`config.mk`:
```
export PLATFORM = sky130hd
export DESIGN_NAME = qport_ctrl
export DESIGN_NICKNAME = d
export VERILOG_FILES = /design/src/rtl/qport_pkg.sv /design/src/rtl/qport_latch.sv /design/src/rtl/qport_bit_seq.sv /design/src/rtl/qport_readback.sv /design/src/rtl/qport_ctrl.sv
export SDC_FILE = /design/constraint.sdc
export NUM_CORES = 1
export LEC_CHECK = 0
export ABC_AREA = 1
export BUFFER_PORTS_ARGS = -buffer_cell sky130_fd_sc_hd__buf_2
export CORE_MARGIN = 2
export CORE_UTILIZATION = 40
export CTS_BUF_LIST = sky130_fd_sc_hd__clkbuf_16
export DETAILED_ROUTE_END_ITERATION = 6
export PLACE_DENSITY = 0.66
export SLEW_MARGIN = 20
export SYNTH_ARGS = -nofsm -noshare
export SYNTH_HDL_FRONTEND = slang
export SYNTH_SLANG_ARGS = --single-unit
```
`constraint.sdc`:
```
create_clock -name clk -period 1.22 [get_ports clk]
set_clock_uncertainty 0.05 [all_clocks]
set_input_delay 0 -clock clk [delete_from_list [all_inputs] [get_ports clk]]
set_output_delay 0 -clock clk [all_outputs]
set_load 0.02 [all_outputs]
```
`src/rtl/qport_pkg.sv`:
```
package qport_pkg;
  // One-hot drive state: each bit is one pad enable.
  typedef enum logic [2:0] {
    DRV_WEAK  = 3'b001,
    DRV_BOOST = 3'b010,
    DRV_SINK  = 3'b100
  } drive_e;
endpackage

```
`src/rtl/qport_latch.sv`:
```
module qport_latch #(
  parameter int WIDTH = 8
) (
  input  logic             clk,
  input  logic             rst,
  input  logic             wr_en,
  input  logic [WIDTH-1:0] wr_data,
  input  logic [WIDTH-1:0] wr_mask,
  output logic [WIDTH-1:0] latch_q
);
  always_ff @(posedge clk) begin
    if (rst) begin
      latch_q <= '1;
    end else if (wr_en) begin
      latch_q <= (latch_q & ~wr_mask) | (wr_data & wr_mask);
    end
  end

  logic armed;
  always_ff @(posedge clk) begin
    if (rst) armed <= 1'b0;
    else     armed <= 1'b1;
  end

  // bits outside the mask never move
  assert_mask_hold_R2: assert property (@(posedge clk) disable iff (rst)
    (armed && wr_en) |=> (((latch_q ^ $past(latch_q)) & ~$past(wr_mask)) == '0));

  assert_idle_hold_R2: assert property (@(posedge clk) disable iff (rst)
    (armed && !wr_en) |=> $stable(latch_q));
endmodule

```
`src/rtl/qport_bit_seq.sv`:
```
module qport_bit_seq
  import qport_pkg::*;
#(
  parameter int PULSE_CYCLES = 2,
  parameter int CNT_W        = 2
) (
  input  logic clk,
  input  logic rst,
  input  logic eff,
  output logic pd,
  output logic spu,
  output logic wpu
);
  localparam logic [CNT_W-1:0] LOAD = CNT_W'(PULSE_CYCLES - 1);

  drive_e           st;
  logic             prev;
  logic [CNT_W-1:0] cnt;

  always_ff @(posedge clk) begin
    if (rst) begin
      st   <= DRV_WEAK;
      prev <= 1'b1;
      cnt  <= '0;
    end else begin
      prev <= eff;
      if (!eff) begin
        st  <= DRV_SINK;
        cnt <= '0;
      end else if (!prev) begin
        st  <= DRV_BOOST;
        cnt <= LOAD;
      end else if (cnt != '0) begin
        cnt <= cnt - 1'b1;
      end else begin
        st <= DRV_WEAK;
      end
    end
  end

  assign pd  = st[2];
  assign spu = st[1];
  assign wpu = st[0];

  // Checker state
  logic armed;
  int   run_len;
  always_ff @(posedge clk) begin
    if (rst) begin
      armed   <= 1'b0;
      run_len <= 0;
    end else begin
      armed   <= 1'b1;
      run_len <= spu ? run_len + 1 : 0;
    end
  end

  assert_one_drive_R7: assert property (@(posedge clk) disable iff (rst)
    $countones({pd, spu, wpu}) == 1);

  assert_sink_follows_R3: assert property (@(posedge clk) disable iff (rst)
    (armed && !eff) |=> (pd && !spu));

  assert_boost_start_R4: assert property (@(posedge clk) disable iff (rst)
    (armed && $rose(eff)) |=> spu);

  assert_boost_len_R4: assert property (@(posedge clk) disable iff (rst)
    run_len <= PULSE_CYCLES);

  assert_no_rearm_R5: assert property (@(posedge clk) disable iff (rst)
    (armed && eff && $stable(eff) && !spu) |=> !spu);
endmodule

```
`src/rtl/qport_readback.sv`:
```
module qport_readback #(
  parameter int WIDTH = 8
) (
  input  logic             clk,
  input  logic             rst,
  input  logic             rd_sel,
  input  logic [WIDTH-1:0] pin_in,
  input  logic [WIDTH-1:0] latch_q,
  output logic [WIDTH-1:0] rd_data
);
  always_ff @(posedge clk) begin
    if (rst) rd_data <= '0;
    else     rd_data <= rd_sel ? latch_q : pin_in;
  end
endmodule

```
`src/rtl/qport_ctrl.sv`:
```
module qport_ctrl #(
  parameter int WIDTH        = 8,
  parameter int PULSE_CYCLES = 2
) (
  input  logic             clk,
  input  logic             rst,
  input  logic             wr_en,
  input  logic [WIDTH-1:0] wr_data,
  input  logic [WIDTH-1:0] wr_mask,
  input  logic [WIDTH-1:0] alt_sel,
  input  logic [WIDTH-1:0] alt_val,
  input  logic [WIDTH-1:0] pin_in,
  input  logic             rd_sel,
  output logic [WIDTH-1:0] rd_data,
  output logic [WIDTH-1:0] pd_en,
  output logic [WIDTH-1:0] spu_en,
  output logic [WIDTH-1:0] wpu_en
);
  localparam int CNT_W = (PULSE_CYCLES > 1) ? $clog2(PULSE_CYCLES) : 1;

  logic [WIDTH-1:0] latch_q;
  logic [WIDTH-1:0] eff;

  qport_latch #(.WIDTH(WIDTH)) u_latch (
    .clk(clk), .rst(rst), .wr_en(wr_en),
    .wr_data(wr_data), .wr_mask(wr_mask), .latch_q(latch_q)
  );

  for (genvar i = 0; i < WIDTH; i++) begin : g_bit
    assign eff[i] = alt_sel[i] ? alt_val[i] : latch_q[i];

    qport_bit_seq #(.PULSE_CYCLES(PULSE_CYCLES), .CNT_W(CNT_W)) u_seq (
      .clk(clk), .rst(rst), .eff(eff[i]),
      .pd(pd_en[i]), .spu(spu_en[i]), .wpu(wpu_en[i])
    );
  end

  qport_readback #(.WIDTH(WIDTH)) u_rd (
    .clk(clk), .rst(rst), .rd_sel(rd_sel),
    .pin_in(pin_in), .latch_q(latch_q), .rd_data(rd_data)
  );

  logic armed;
  always_ff @(posedge clk) begin
    if (rst) armed <= 1'b0;
    else     armed <= 1'b1;
  end

  // a latch write to bits fully owned by a steady peripheral leaves sink enables alone
  assert_alt_isolated_R9: assert property (@(posedge clk) disable iff (rst)
    (armed && wr_en && ((wr_mask & ~alt_sel) == '0) && $stable(alt_sel) && $stable(alt_val))
      |=> ((pd_en & alt_sel) == ($past(pd_en) & alt_sel)));
endmodule

```
==> summary.txt, run 1 <==
Synth Instances: 272
# diodes: 0
Minimum setup slack after placement: 0.2557 ns
RSZ-0062 raised after global routing: no
Number of buffers and inverters on the critical path: 2
Per-cell via count in the routed design: 4.404
Clock share of power: 34.1%
Result of the run: finished with violations
Final number of setup-violating endpoints: 0
Yosys Warn Count: 0
Met1 global-route usage: 20.19%
Core area: 0.005140 mm^2
Number of slew-limit violations in the final report: 0
Post-route antenna net violation count: 0
Sequential Power Share: 50.8%
Achievable frequency: 1147 MHz
Worst setup path startpoint: alt_sel[6]
Failing checks: negative hold slack
Routed len/inst: 11.24 um
Cell with the largest stage delay on the worst path: sky130_fd_sc_hd__dlygate4sd3_1
Overall power after layout: 3.961 mW
Area of combinational cells with multiple inputs: 720.7 um^2
Total GRT Usage: 17.58%
Net total in the final layout: 409
Hold violation count in the final report: 1
Number of buffers on the longest clock path: 2
Weighted congestion reported at the end of routability-driven placement: 0.7573
Net Sw Power: 0.9927 mW
Wire length reported by the detailed router: 4.900 mm
H-Tree Depth: 2
Critical Path AT: 1.00 ns
Share of the core filled with cells in the final layout: 57.67%
Ports placed on the boundary: 76
Share of power burned in combinational logic: 15.1%
Combined flip-flop and latch cell area: 0.001121 mm^2
Number of distinct library cells after synthesis: 13
Post-CTS Repair Setup Buffers: 0
Slew HR: 80.24%
Met2 demand-to-capacity share in global routing: 32.96%
Worst setup path category: primary input to flop
Via count: 1920
Initial DRC Count: 54
Critical path data required time: 1.35 ns
Endpoint of the worst setup timing path: g_bit[6].u_seq.st[1]
Met3 layer usage reported by global route: 3.372%
Grt total ovfl: 0
Path class of the lowest-slack min-delay path: primary input to flop
Latest clock arrival within the worst-skew pair: 0.28 ns
Crit. End Element: flop
Combined area of all synthesized cells: 0.002156 mm^2
Flip-flop and latch count after synthesis: 56
End of the worst register-to-register path: g_bit[3].u_seq.cnt
TritonCTS clock tree: yes
Instance area after placement: 0.002422 mm^2
Synthesized Nets: 316
Portion of the clock cycle consumed by the worst path in the final layout: 71.48%
Post-synthesis cell type with the largest combined area: sky130_fd_sc_hd__dfxtp_1
Slew at the pin with the worst max-slew slack: 0.2964 ns
CTS resizes: 0
Die X: 77.42 um
Highest cell delay on the worst timing path: 0.54 ns
Pin count of the biggest net entering global routing: 27
Layout cells sized above 1: 24.86%
Via count of the first global-routing pass: 2017
Clock buffer count from CTS: 5
Final critical-path setup slack: 0.3479 ns
Die outline area: 0.005993 mm^2
Worst-path maximum fanout: 2
Largest cells by area after synthesis: sky130_fd_sc_hd__dfxtp_1 52%, sky130_fd_sc_hd__nand2_1 11%, sky130_fd_sc_hd__buf_4 8.4%
Commonest non-fill, non-tap cell in the layout: sky130_fd_sc_hd__buf_2
Peak-usage layer in the global routing report: met2
IR drop worst, VDD: 0.6283 mV
Most prevalent standard cell on the critical path: sky130_fd_sc_hd__nand2_1
Cell internal pwr: 2.968 mW
Clock Root Buffer: sky130_fd_sc_hd__clkbuf_16
Number of cells on the worst reg-to-reg path: 4
Initial Utilization: 41.94%
Switching share of power: 25.06%
Proportion of synthesized chip area in sequential cells: 52.00%
Gate family responsible for the most delay along the worst path: buffers and inverters
Total clock sinks: 56
Placement row count: 26
Area of all placed cells without fillers: 0.002964 mm^2
Number of remaining DRC errors: 0
Cells along the critical path: dlygate4sd3_1 > buf_2 > nand2_1 > nand2_1 > nand2_1 > nor2_1
Reg2reg setup slack: 0.39 ns
Clock period minus worst slack: 0.8721 ns
WP depth: 6
Fraction of synthesized cell area taken by the top area cell type: 52.00%
First-pass GRT wire length: 8.521 mm
Crit path launch type: primary input
Number of buffers added on ports: 75
Commonest cells after routing, fill and taps aside: 75 x sky130_fd_sc_hd__buf_2, 64 x sky130_fd_sc_hd__nand2_1, 56 x sky130_fd_sc_hd__dfxtp_1
Static Leakage: 1.547 nW
Area grow syn2layout: 37.49%
Power Density: 1336 mW/mm^2
Average cell area after synthesis: 7.926 um^2
Worst hold slack: -0.05487 ns
TNS Setup: 0 ns
Final-layout fill cell count: 500
Die Y-Extent: 77.42 um
# Max-Cap Violations: 0
Post-CTS clock slew at the launch and capture registers of the worst setup and hold paths: 0.07 ns
HPWL reported at the end of detailed placement: 3.192 mm
Antenna violations before repair: 0
Total iterations of the first detailed-routing run: 4
synth_stat cells:
cell,n
sky130_fd_sc_hd__inv_2,1
sky130_fd_sc_hd__buf_6,1
sky130_fd_sc_hd__buf_2,4
sky130_fd_sc_hd__buf_4,24
sky130_fd_sc_hd__nand3_1,24
sky130_fd_sc_hd__clkbuf_2,1
sky130_fd_sc_hd__nor2_1,32
sky130_fd_sc_hd__o21ai_0,16
sky130_fd_sc_hd__dfxtp_1,56
sky130_fd_sc_hd__a21oi_1,16
sky130_fd_sc_hd__nand2_1,64
sky130_fd_sc_hd__nand3_2,8
sky130_fd_sc_hd__inv_1,25
power by group through the flow:
stage	combinational, mW	clock, mW	sequential [mW]
finish	0.598	1.35	2.01
global route	0.671	1.44	2.03
CTS	0.607	1.37	2.01
detailed placement	0.497	0	2.05
global placement	0.490	0	2.05
floorplan	0.352	0	2.06
cells by family after synthesis:
group / share of synthesized area, %
buffers and inverters: 14.57
and+or+nand+nor: 26.00
DFF: 52.00
AOI/OAI and AO/OA: 7.429
per-stage QoR:
| step | hold slack, ns | std cells |
|---|---|---|
| CTS | 0.02850 | 443 |
| finish | -0.05487 | 436 |
| floorplan | 0.06100 | 272 |
| detailed placement | 0.1839 | 388 |
| global placement | 0.1824 | 388 |
| global route | 0.005631 | 436 |
final cells by class:
| cell class | instances | area share [%] |
|---|---|---|
| sequential | 56 | 37.82 |
| clock buffer | 5 | 4.221 |
| timing repair buffer | 116 | 26.85 |
| multi-input combinational | 160 | 24.31 |
| clock inverter | 3 | 0.5488 |
| tap | 70 | 2.955 |
| inverter | 26 | 3.293 |
worst min-delay path, cell delays in order:
cell                      delay (ns)
sky130_fd_sc_hd__buf_2          0.10
sky130_fd_sc_hd__nand3_1        0.07
sky130_fd_sc_hd__nand3_1        0.08
worst min path at each step:
stage / slack [ns] / end / depth (start not counted) / startpoint
after global placement: 0.18 / u_rd.rd_data[7] / 3 / pin_in[7]
final: -0.05 / flop / 3 / wr_mask[7]
after floorplan: 0.06 / g_bit[0].u_seq.st[2] / 1 / rst
after global routing: 0.006 / flop / 3 / wr_mask[7]
after CTS: 0.03 / g_bit[1].u_seq.st[2] / 2 / rst
after detailed placement: 0.18 / flop / 3 / wr_data[0]
timing repair:
item / in CTS / in global routing
endpoints found under the hold margin: 28 / 0
setup endpoints to repair: 0 / 7
hold buffers: 47 / 0
routing by layer:
layer  up-vias  part of all wire [%]
met1       838                    43
li1       1015                     -
met5         -                     0
met2        63                    51
met4         0                  0.94
met3         4                   5.0
Power figures use the tool's default switching activity.
==> run 2: changes to the inputs <==
--- a/config.mk
+++ b/config.mk
@@ -5,13 +5,13 @@
 export SDC_FILE = /design/constraint.sdc
 export NUM_CORES = 1
 export LEC_CHECK = 0
-export ABC_AREA = 1
+export ABC_AREA = 0
 export BUFFER_PORTS_ARGS = -buffer_cell sky130_fd_sc_hd__buf_2
 export CORE_MARGIN = 2
 export CORE_UTILIZATION = 40
 export CTS_BUF_LIST = sky130_fd_sc_hd__clkbuf_16
 export DETAILED_ROUTE_END_ITERATION = 6
-export PLACE_DENSITY = 0.66
+export PLACE_DENSITY = 0.69
 export SLEW_MARGIN = 20
 export SYNTH_ARGS = -nofsm -noshare
 export SYNTH_HDL_FRONTEND = slang
==> constraint.sdc (replaced) <==
create_clock -name clk -period 0.8 [get_ports clk]
set_clock_uncertainty 0.05 [all_clocks]
set_input_delay 0 -clock clk [delete_from_list [all_inputs] [get_ports clk]]
set_output_delay 0 -clock clk [all_outputs]
set_load 0.02 [all_outputs]
==> run 2 against run 1 <==
Net effect:
- the flow finishes with violations (negative hold slack, negative setup slack)
- utilization increased by 9.8 points
- first-iteration DRC count increased by 35%
- sequential power increased by 55%
- critical endpoint is now g_bit[3].u_seq.st[0]
- largest cell class unchanged
==> summary.txt, run 2 <==
Portion of the clock cycle consumed by the worst path in the final layout: 124.5%
HPWL reported at the end of detailed placement: 3.007 mm (was 3.192 mm)
Wire length reported by the detailed router: 5.092 mm (was 4.900 mm)
Synth Instances: 200 (was 272)
Number of distinct library cells after synthesis: 18 (was 13)
Flip-flop and latch count after synthesis: 56 (unchanged)
Fraction of synthesized cell area taken by the top area cell type: 52.03% (was 52.00%)
Critical path data required time: 0.93 ns (was 1.35 ns)
Die Y-Extent: 77.39 um (was 77.42 um)
Synthesized Nets: 244 (was 316)
Via count of the first global-routing pass: 1820 (was 2017)
Pin count of the biggest net entering global routing: 29 (was 27)
First-pass GRT wire length: 8.024 mm (was 8.521 mm)
Antenna violations before repair: 0 (unchanged)
Crit. End Element: flop (unchanged)
Number of buffers added on ports: 75 (unchanged)
Most common cell in the netlist: sky130_fd_sc_hd__dfxtp_1 (was sky130_fd_sc_hd__nand2_1)
Clock period minus worst slack: 0.9961 ns
Initial DRC Count: 73 (was 54)
Core area: 0.005140 mm^2 (unchanged)
Placement row count: 26 (unchanged)
Hold violation count in the final report: 18 (was 1)
Power Density: 1842 mW/mm^2 (was 1336 mW/mm^2)
Crit path launch type: flop (was primary input)
Final number of setup-violating endpoints: 56 (was 0)
Number of buffers added to fix hold violations after cts: 16 (was 47)
# diodes: 0 (unchanged)
Post-synthesis cell type with the largest combined area: sky130_fd_sc_hd__dfxtp_1 (unchanged)
Share of the core filled with cells in the final layout: 67.48% (was 57.67%)
Post-route antenna net violation count: 0 (unchanged)
Total iterations of the first detailed-routing run: 4 (unchanged)
Share of synthesized flip-flops with an asynchronous set or reset: 0% (unchanged)
TNS Setup: -4.468 ns (was 0 ns)
Die outline area: 0.005989 mm^2 (was 0.005993 mm^2)
Failing checks: negative hold slack, negative setup slack (was negative hold slack)
Total GRT Usage: 16.77% (was 17.58%)
RSZ-0062 raised after global routing: yes (was no)
Synth Flop Type: sky130_fd_sc_hd__dfxtp_1 (unchanged)
Total clock sinks: 56 (unchanged)
Top post-synthesis cells by count: 56 x sky130_fd_sc_hd__dfxtp_1, 24 x sky130_fd_sc_hd__buf_4, 16 x sky130_fd_sc_hd__mux2i_1, 16 x sky130_fd_sc_hd__nand2b_1 (was 64 x sky130_fd_sc_hd__nand2_1, 56 x sky130_fd_sc_hd__dfxtp_1, 32 x sky130_fd_sc_hd__nor2_1)
Final Non-Filler Cells: 363 (was 436)
Number of slew-limit violations in the final report: 0 (unchanged)
Weighted congestion reported at the end of routability-driven placement: 0.7637 (was 0.7573)
Path class of the lowest-slack min-delay path: primary input to flop (unchanged)
Yosys Warn Count: 0 (unchanged)
Per-cell via count in the routed design: 4.931 (was 4.404)
Worst-path maximum fanout: 4 (was 2)
Worst setup path category: flop to flop (was primary input to flop)
Via count: 1790 (was 1920)
H-Tree Depth: 2 (unchanged)
Placed Cells: 336 (was 388)
Critical Path AT: 1.13 ns (was 1.00 ns)
Combined area of all synthesized cells: 0.002155 mm^2 (was 0.002156 mm^2)
Clock buffer count from CTS: 5 (unchanged)
Routed len/inst: 14.03 um (was 11.24 um)
Slew HR: 73.68% (was 80.24%)
Average cell area after synthesis: 10.77 um^2 (was 7.926 um^2)
Achievable frequency: 1004 MHz
Die X: 77.39 um (was 77.42 um)
Latest clock arrival within the worst-skew pair: 0.29 ns (was 0.28 ns)
TritonCTS clock tree: yes (unchanged)
Area grow syn2layout: 60.98% (was 37.49%)
IR drop worst, VDD: 0.9792 mV (was 0.6283 mV)
Slew at the pin with the worst max-slew slack: 0.3948 ns (was 0.2964 ns)
Initial Utilization: 41.92% (was 41.94%)
Commonest cells after routing, fill and taps aside: 43 x sky130_fd_sc_hd__buf_2, 43 x sky130_fd_sc_hd__buf_6, 37 x sky130_fd_sc_hd__dfxtp_2 (was 75 x sky130_fd_sc_hd__buf_2, 64 x sky130_fd_sc_hd__nand2_1, 56 x sky130_fd_sc_hd__dfxtp_1)
Clock Root Buffer: sky130_fd_sc_hd__clkbuf_16 (unchanged)
Net total in the final layout: 337 (was 409)
Layout cells sized above 1: 65.53% (was 24.86%)
Number of buffers on the longest clock path: 2 (unchanged)
Worst hold slack: -0.06920 ns (was -0.05487 ns)
Result of the run: finished with violations (unchanged)
Post-CTS clock slew at the launch and capture registers of the worst setup and hold paths: 0.06 ns (was 0.07 ns)
Ports placed on the boundary: 76 (unchanged)
Number of enable-type register cells in the synthesized netlist: 0 (unchanged)
Grt total ovfl: 0 (unchanged)
# Max-Cap Violations: 0 (unchanged)
Static Leakage: 1.410 nW (was 1.547 nW)
Final critical-path setup slack: -0.1961 ns (was 0.3479 ns)
Largest cells by area after synthesis: sky130_fd_sc_hd__dfxtp_1 52%, sky130_fd_sc_hd__buf_4 8.4%, sky130_fd_sc_hd__mux2i_1 7.4% (was sky130_fd_sc_hd__dfxtp_1 52%, sky130_fd_sc_hd__nand2_1 11%, sky130_fd_sc_hd__buf_4 8.4%)
Number of remaining DRC errors: 0 (unchanged)
Proportion of synthesized chip area in sequential cells: 52.03% (was 52.00%)
Minimum setup slack after placement: -0.1708 ns (was 0.2557 ns)
==> run 2: changes by cell type after synthesis, moves of 16 or more <==
cell / before / now
sky130_fd_sc_hd__nand2_1: 64 / 8
sky130_fd_sc_hd__inv_1: 25 / 0
sky130_fd_sc_hd__nor2_1: 32 / 8
sky130_fd_sc_hd__mux2i_1: 0 / 16
sky130_fd_sc_hd__nand2b_1: 0 / 16
sky130_fd_sc_hd__nand3_1: 24 / 8
sky130_fd_sc_hd__o21ai_0: 16 / 0
==> run 2: report_power, final <==
group	total, mW	internal (mW)	switching [mW]
combinational	1.26	0.740	0.521
clock	2.01	1.12	0.886
sequential	3.12	2.99	0.135
total	6.39	4.85	1.54
==> run 2: metrics by stage <==
| stage | total power [mW] | instance area [um^2] |
|---|---|---|
| after detailed placement | 3.972 | 2613 |
| after global placement | 3.960 | 2613 |
| after floorplan | 3.659 | 2165 |
| after global routing | 6.660 | 3468 |
| after CTS | 6.296 | 3288 |
| final | 6.389 | 3468 |
==> run 2: kinds of logic (layout without fill, tap and decap cells) <==
group                  after synthesis  after routing  share of synthesized area, %
AOI/OAI and AO/OA                   40             40                         14.75
buffers and inverters               32            125                         10.45
DFF                                 56             56                         52.03
muxes                               24             24                         11.61
and+or+nand+nor                     48             48                         11.15
==> run 2: worst max-delay path: stages, from the launching register on <==
cell	delay (ns)
sky130_fd_sc_hd__dfxtp_4	0.35
sky130_fd_sc_hd__mux2_2	0.27
sky130_fd_sc_hd__a31o_2	0.22
==> run 2: what timing repair did <==
| item | 4_1_cts | 5_1_grt |
|---|---|---|
| gates resized for setup | 109 | 50 |
| setup endpoints to repair | 75 | 82 |
| setup buffers | 3 | 2 |
| pin swaps | 8 | 4 |
| hold endpoints to repair | 26 | 16 |
==> run 2: metal layers <==
layer	vias up	GRT usage [%]	wire length, um
met5	-	0	0
met1	858	19.69	2142
li1	878	-	-
met2	50	30.00	2681
met4	0	4.643	48
met3	4	4.535	220
==> run 2: worst paths after layout <==
path / from / endpoint / slack (ns) / cells past startpoint
setup / recovery: flop / g_bit[3].u_seq.st[0] / -0.20 / 2
hold / removal: wr_mask[6] / flop / -0.07 / 2
setup reg to reg: flop / g_bit[3].u_seq.st[0] / -0.20 / 2
hold reg to reg: g_bit[3].u_seq.st[2] / g_bit[3].u_seq.st[2] / 0.43 / 2
==> run 2: layout make-up <==
cell class	instances	area, um^2
sequential	56	1171
tap	70	87.58
clock inverter	2	7.507
timing repair buffer	118	1017
multi-input combinational	112	1060
fill	397	1672
clock buffer	5	125.1
==> run 3: changes to the inputs <==
--- a/config.mk
+++ b/config.mk
@@ -9,7 +9,7 @@
 export BUFFER_PORTS_ARGS = -buffer_cell sky130_fd_sc_hd__buf_2
 export CORE_MARGIN = 2
 export CORE_UTILIZATION = 40
-export CTS_BUF_LIST = sky130_fd_sc_hd__clkbuf_16
+export CTS_BUF_LIST = sky130_fd_sc_hd__clkbuf_2
 export DETAILED_ROUTE_END_ITERATION = 6
 export PLACE_DENSITY = 0.69
 export SLEW_MARGIN = 20
==> run 3 against run 2 <==
Net effect:
- the flow still finishes with violations (negative hold slack, negative setup slack)
- cell area rose by 5.2%
- clock-buffer cell count did not move
- combinational power rose by 9%
- flip-flop and latch count did not move
- final cell count rose by 6.9%
- clock power fell by 50%
==> summary.txt, run 3 (synthesized netlist as in run 2, its figures left out) <==
Total GRT Usage: 18.66% (was 16.77%)
Clock Root Buffer: sky130_fd_sc_hd__clkbuf_2 (was sky130_fd_sc_hd__clkbuf_16)
Cell internal pwr: 3.999 mW (was 4.847 mW)
Critical path data required time: 0.75 ns (was 0.93 ns)
Via count: 1917 (was 1790)
Path class of the lowest-slack min-delay path: primary input to flop (unchanged)
Result of the run: finished with violations (unchanged)
Static Leakage: 1.492 nW (was 1.410 nW)
Placed Cells: 336 (unchanged)
Routed len/inst: 14.68 um (was 14.03 um)
Failing checks: negative hold slack, negative setup slack (unchanged)
Met3 wirelength from detailed routing: 241 um (was 220 um)
Slew HR: 74.61% (was 73.68%)
Critical Path AT: 1.03 ns (was 1.13 ns)
Switching share of power: 27.45% (was 24.13%)
Clock share of power: 18.2% (was 31.4%)
Total clock sinks: 56 (unchanged)
Grt total ovfl: 0 (unchanged)
Worst hold slack: -0.1671 ns (was -0.06920 ns)
Pin count of the biggest net entering global routing: 29 (unchanged)
First-pass GRT wire length: 8.763 mm (was 8.024 mm)
Hold violation count in the final report: 46 (was 18)
Ports placed on the boundary: 76 (unchanged)
# Max-Cap Violations: 0 (unchanged)
Sequential Power Share: 56.9% (was 48.8%)
IR drop worst, VDD: 0.9169 mV (was 0.9792 mV)
Most prevalent standard cell on the critical path: sky130_fd_sc_hd__buf_6
Post-CTS clock slew at the launch and capture registers of the worst setup and hold paths: 0.26 ns (was 0.06 ns)
Slew at the pin with the worst max-slew slack: 0.3808 ns (was 0.3948 ns)
Number of buffers added on ports: 75 (unchanged)
# diodes: 0 (unchanged)
Initial Utilization: 41.92% (unchanged)
Number of remaining DRC errors: 0 (unchanged)
Net Sw Power: 1.513 mW (was 1.542 mW)
TritonCTS clock tree: yes (unchanged)
Placement row count: 26 (unchanged)
Final Non-Filler Cells: 388 (was 363)
Commonest non-fill, non-tap cell in the layout: sky130_fd_sc_hd__buf_6
Number of slew-limit violations in the final report: 0 (unchanged)
Area of all placed cells without fillers: 0.003647 mm^2 (was 0.003468 mm^2)
Initial DRC Count: 46 (was 73)
Crit. End Element: primary output (was flop)
Post-route antenna net violation count: 0 (unchanged)
HPWL reported at the end of detailed placement: 3.007 mm (unchanged)
Number of buffers and inverters on the critical path: 2 (was 0)
Antenna violations before repair: 0 (unchanged)
Portion of the clock cycle consumed by the worst path in the final layout: 135.1% (was 124.5%)
Cells along the critical path: buf_6 > buf_6 (was mux2_2 > a31o_2)
Number of buffers on the longest clock path: 2 (unchanged)
Layout cells sized above 1: 65.72% (was 65.53%)
Highest cell delay on the worst timing path: 0.39 ns (was 0.35 ns)
Net total in the final layout: 362 (was 337)
Share of power burned in combinational logic: 24.9% (was 19.7%)
Worst setup path category: flop to primary output (was flop to flop)
Weighted congestion reported at the end of routability-driven placement: 0.7637 (unchanged)
RSZ-0062 raised after global routing: yes (unchanged)
Achievable frequency: 925.5 MHz (was 1004 MHz)
Final number of setup-violating endpoints: 84 (was 56)
Wire length reported by the detailed router: 5.694 mm (was 5.092 mm)
Total iterations of the first detailed-routing run: 4 (unchanged)
Clock buffer count from CTS: 5 (unchanged)
Commonest cells after routing, fill and taps aside: 48 x sky130_fd_sc_hd__buf_6, 43 x sky130_fd_sc_hd__buf_2, 42 x sky130_fd_sc_hd__dfxtp_2 (was 43 x sky130_fd_sc_hd__buf_2, 43 x sky130_fd_sc_hd__buf_6, 37 x sky130_fd_sc_hd__dfxtp_2)
Die X: 77.39 um (unchanged)
TNS Setup: -10.99 ns (was -4.468 ns)
Power Density: 1511 mW/mm^2 (was 1842 mW/mm^2)
Number of buffers added to fix hold violations after cts: 34 (was 16)
Top layer reached by signal wires: met4 (unchanged)
Worst-path maximum fanout: 2 (was 4)
Final-layout fill cell count: 379 (was 397)
Per-cell via count in the routed design: 4.941 (was 4.931)
Gate family responsible for the most delay along the worst path: flip-flops (unchanged)
Met1 wire length: 2.306 mm (was 2.142 mm)
Die Y-Extent: 77.39 um (unchanged)
Cell with the largest stage delay on the worst path: sky130_fd_sc_hd__dfxtp_2 (was sky130_fd_sc_hd__dfxtp_4)
H-Tree Depth: 2 (unchanged)
Clock period minus worst slack: 1.081 ns (was 0.9961 ns)
Met2 WL post-DR: 3.095 mm (was 2.681 mm)
Area grow syn2layout: 69.28% (was 60.98%)
Instance area after placement: 0.002613 mm^2 (unchanged)
Share of the core filled with cells in the final layout: 70.96% (was 67.48%)
Latest clock arrival within the worst-skew pair: 0.42 ns (was 0.29 ns)
Via count of the first global-routing pass: 1916 (was 1820)
Crit path launch type: flop (unchanged)
Die outline area: 0.005989 mm^2 (unchanged)
Core area: 0.005140 mm^2 (unchanged)
Final critical-path setup slack: -0.2805 ns (was -0.1961 ns)
run 3: cell types whose count changed in the layout (fill, tap and decap cells not counted), sizes merged:
cell         previous run  this run
buf                   102       109
dlygate4sd3            16        34
run 3: cell type report:
type                       count  area (um^2)  share of cell area, %
clock buffer                   5        25.02                 0.6861
tap                           70        87.58                  2.401
timing repair buffer         143         1269                  34.79
multi-input combinational    112         1081                  29.64
clock inverter                 2        7.507                 0.2058
sequential                    56         1177                  32.28
run 3: worst paths after layout:
path / from / endpoint / slack [ns] / cells past startpoint
max: g_bit[6].u_seq.st[0] / wpu_en[6] / -0.28 / 2
min: alt_sel[7] / g_bit[7].u_seq.st[2] / -0.17 / 3
max reg2reg: flop / g_bit[4].u_seq.st[0] / -0.22 / 2
min reg2reg: g_bit[5].u_seq.prev / g_bit[5].u_seq.cnt / 0.44 / 1
run 3: repair_timing:
item / CTS / global route
resized for setup: 147 / 32
setup buffers: 10 / 5
setup endpoints to repair: 83 / 87
cloned: 0 / 0
pin swaps: 7 / 8
endpoints found under the hold margin: 56 / 53
run 3: routing by layer:
layer,vias up,track usage [%]
li1,925,-
met1,920,20.31
met2,66,35.39
met3,6,4.767
met4,0,5.357
met5,-,0
run 3: worst min-delay path: stages:
cell	delay (ns)
sky130_fd_sc_hd__buf_2	0.10
sky130_fd_sc_hd__mux2_4	0.17
sky130_fd_sc_hd__a21oi_2	0.04
run 3: power by group through the flow:
stage | logic (mW) | registers, mW | clock network (mW)
finish | 1.37 | 3.14 | 1.00
floorplan | 0.511 | 3.15 | 0
detailed placement | 0.845 | 3.13 | 0
global placement | 0.837 | 3.12 | 0
CTS | 1.29 | 3.12 | 1.02
global route | 1.45 | 3.16 | 1.16
run 3: through the flow:
| stage | power, mW | setup slack, ns |
|---|---|---|
| after CTS | 5.431 | -0.3002 |
| final | 5.512 | -0.2805 |
| after detailed placement | 3.972 | -0.1708 |
| after global placement | 3.960 | -0.1567 |
| after floorplan | 3.659 | -0.1467 |
| after global routing | 5.767 | -0.3766 |
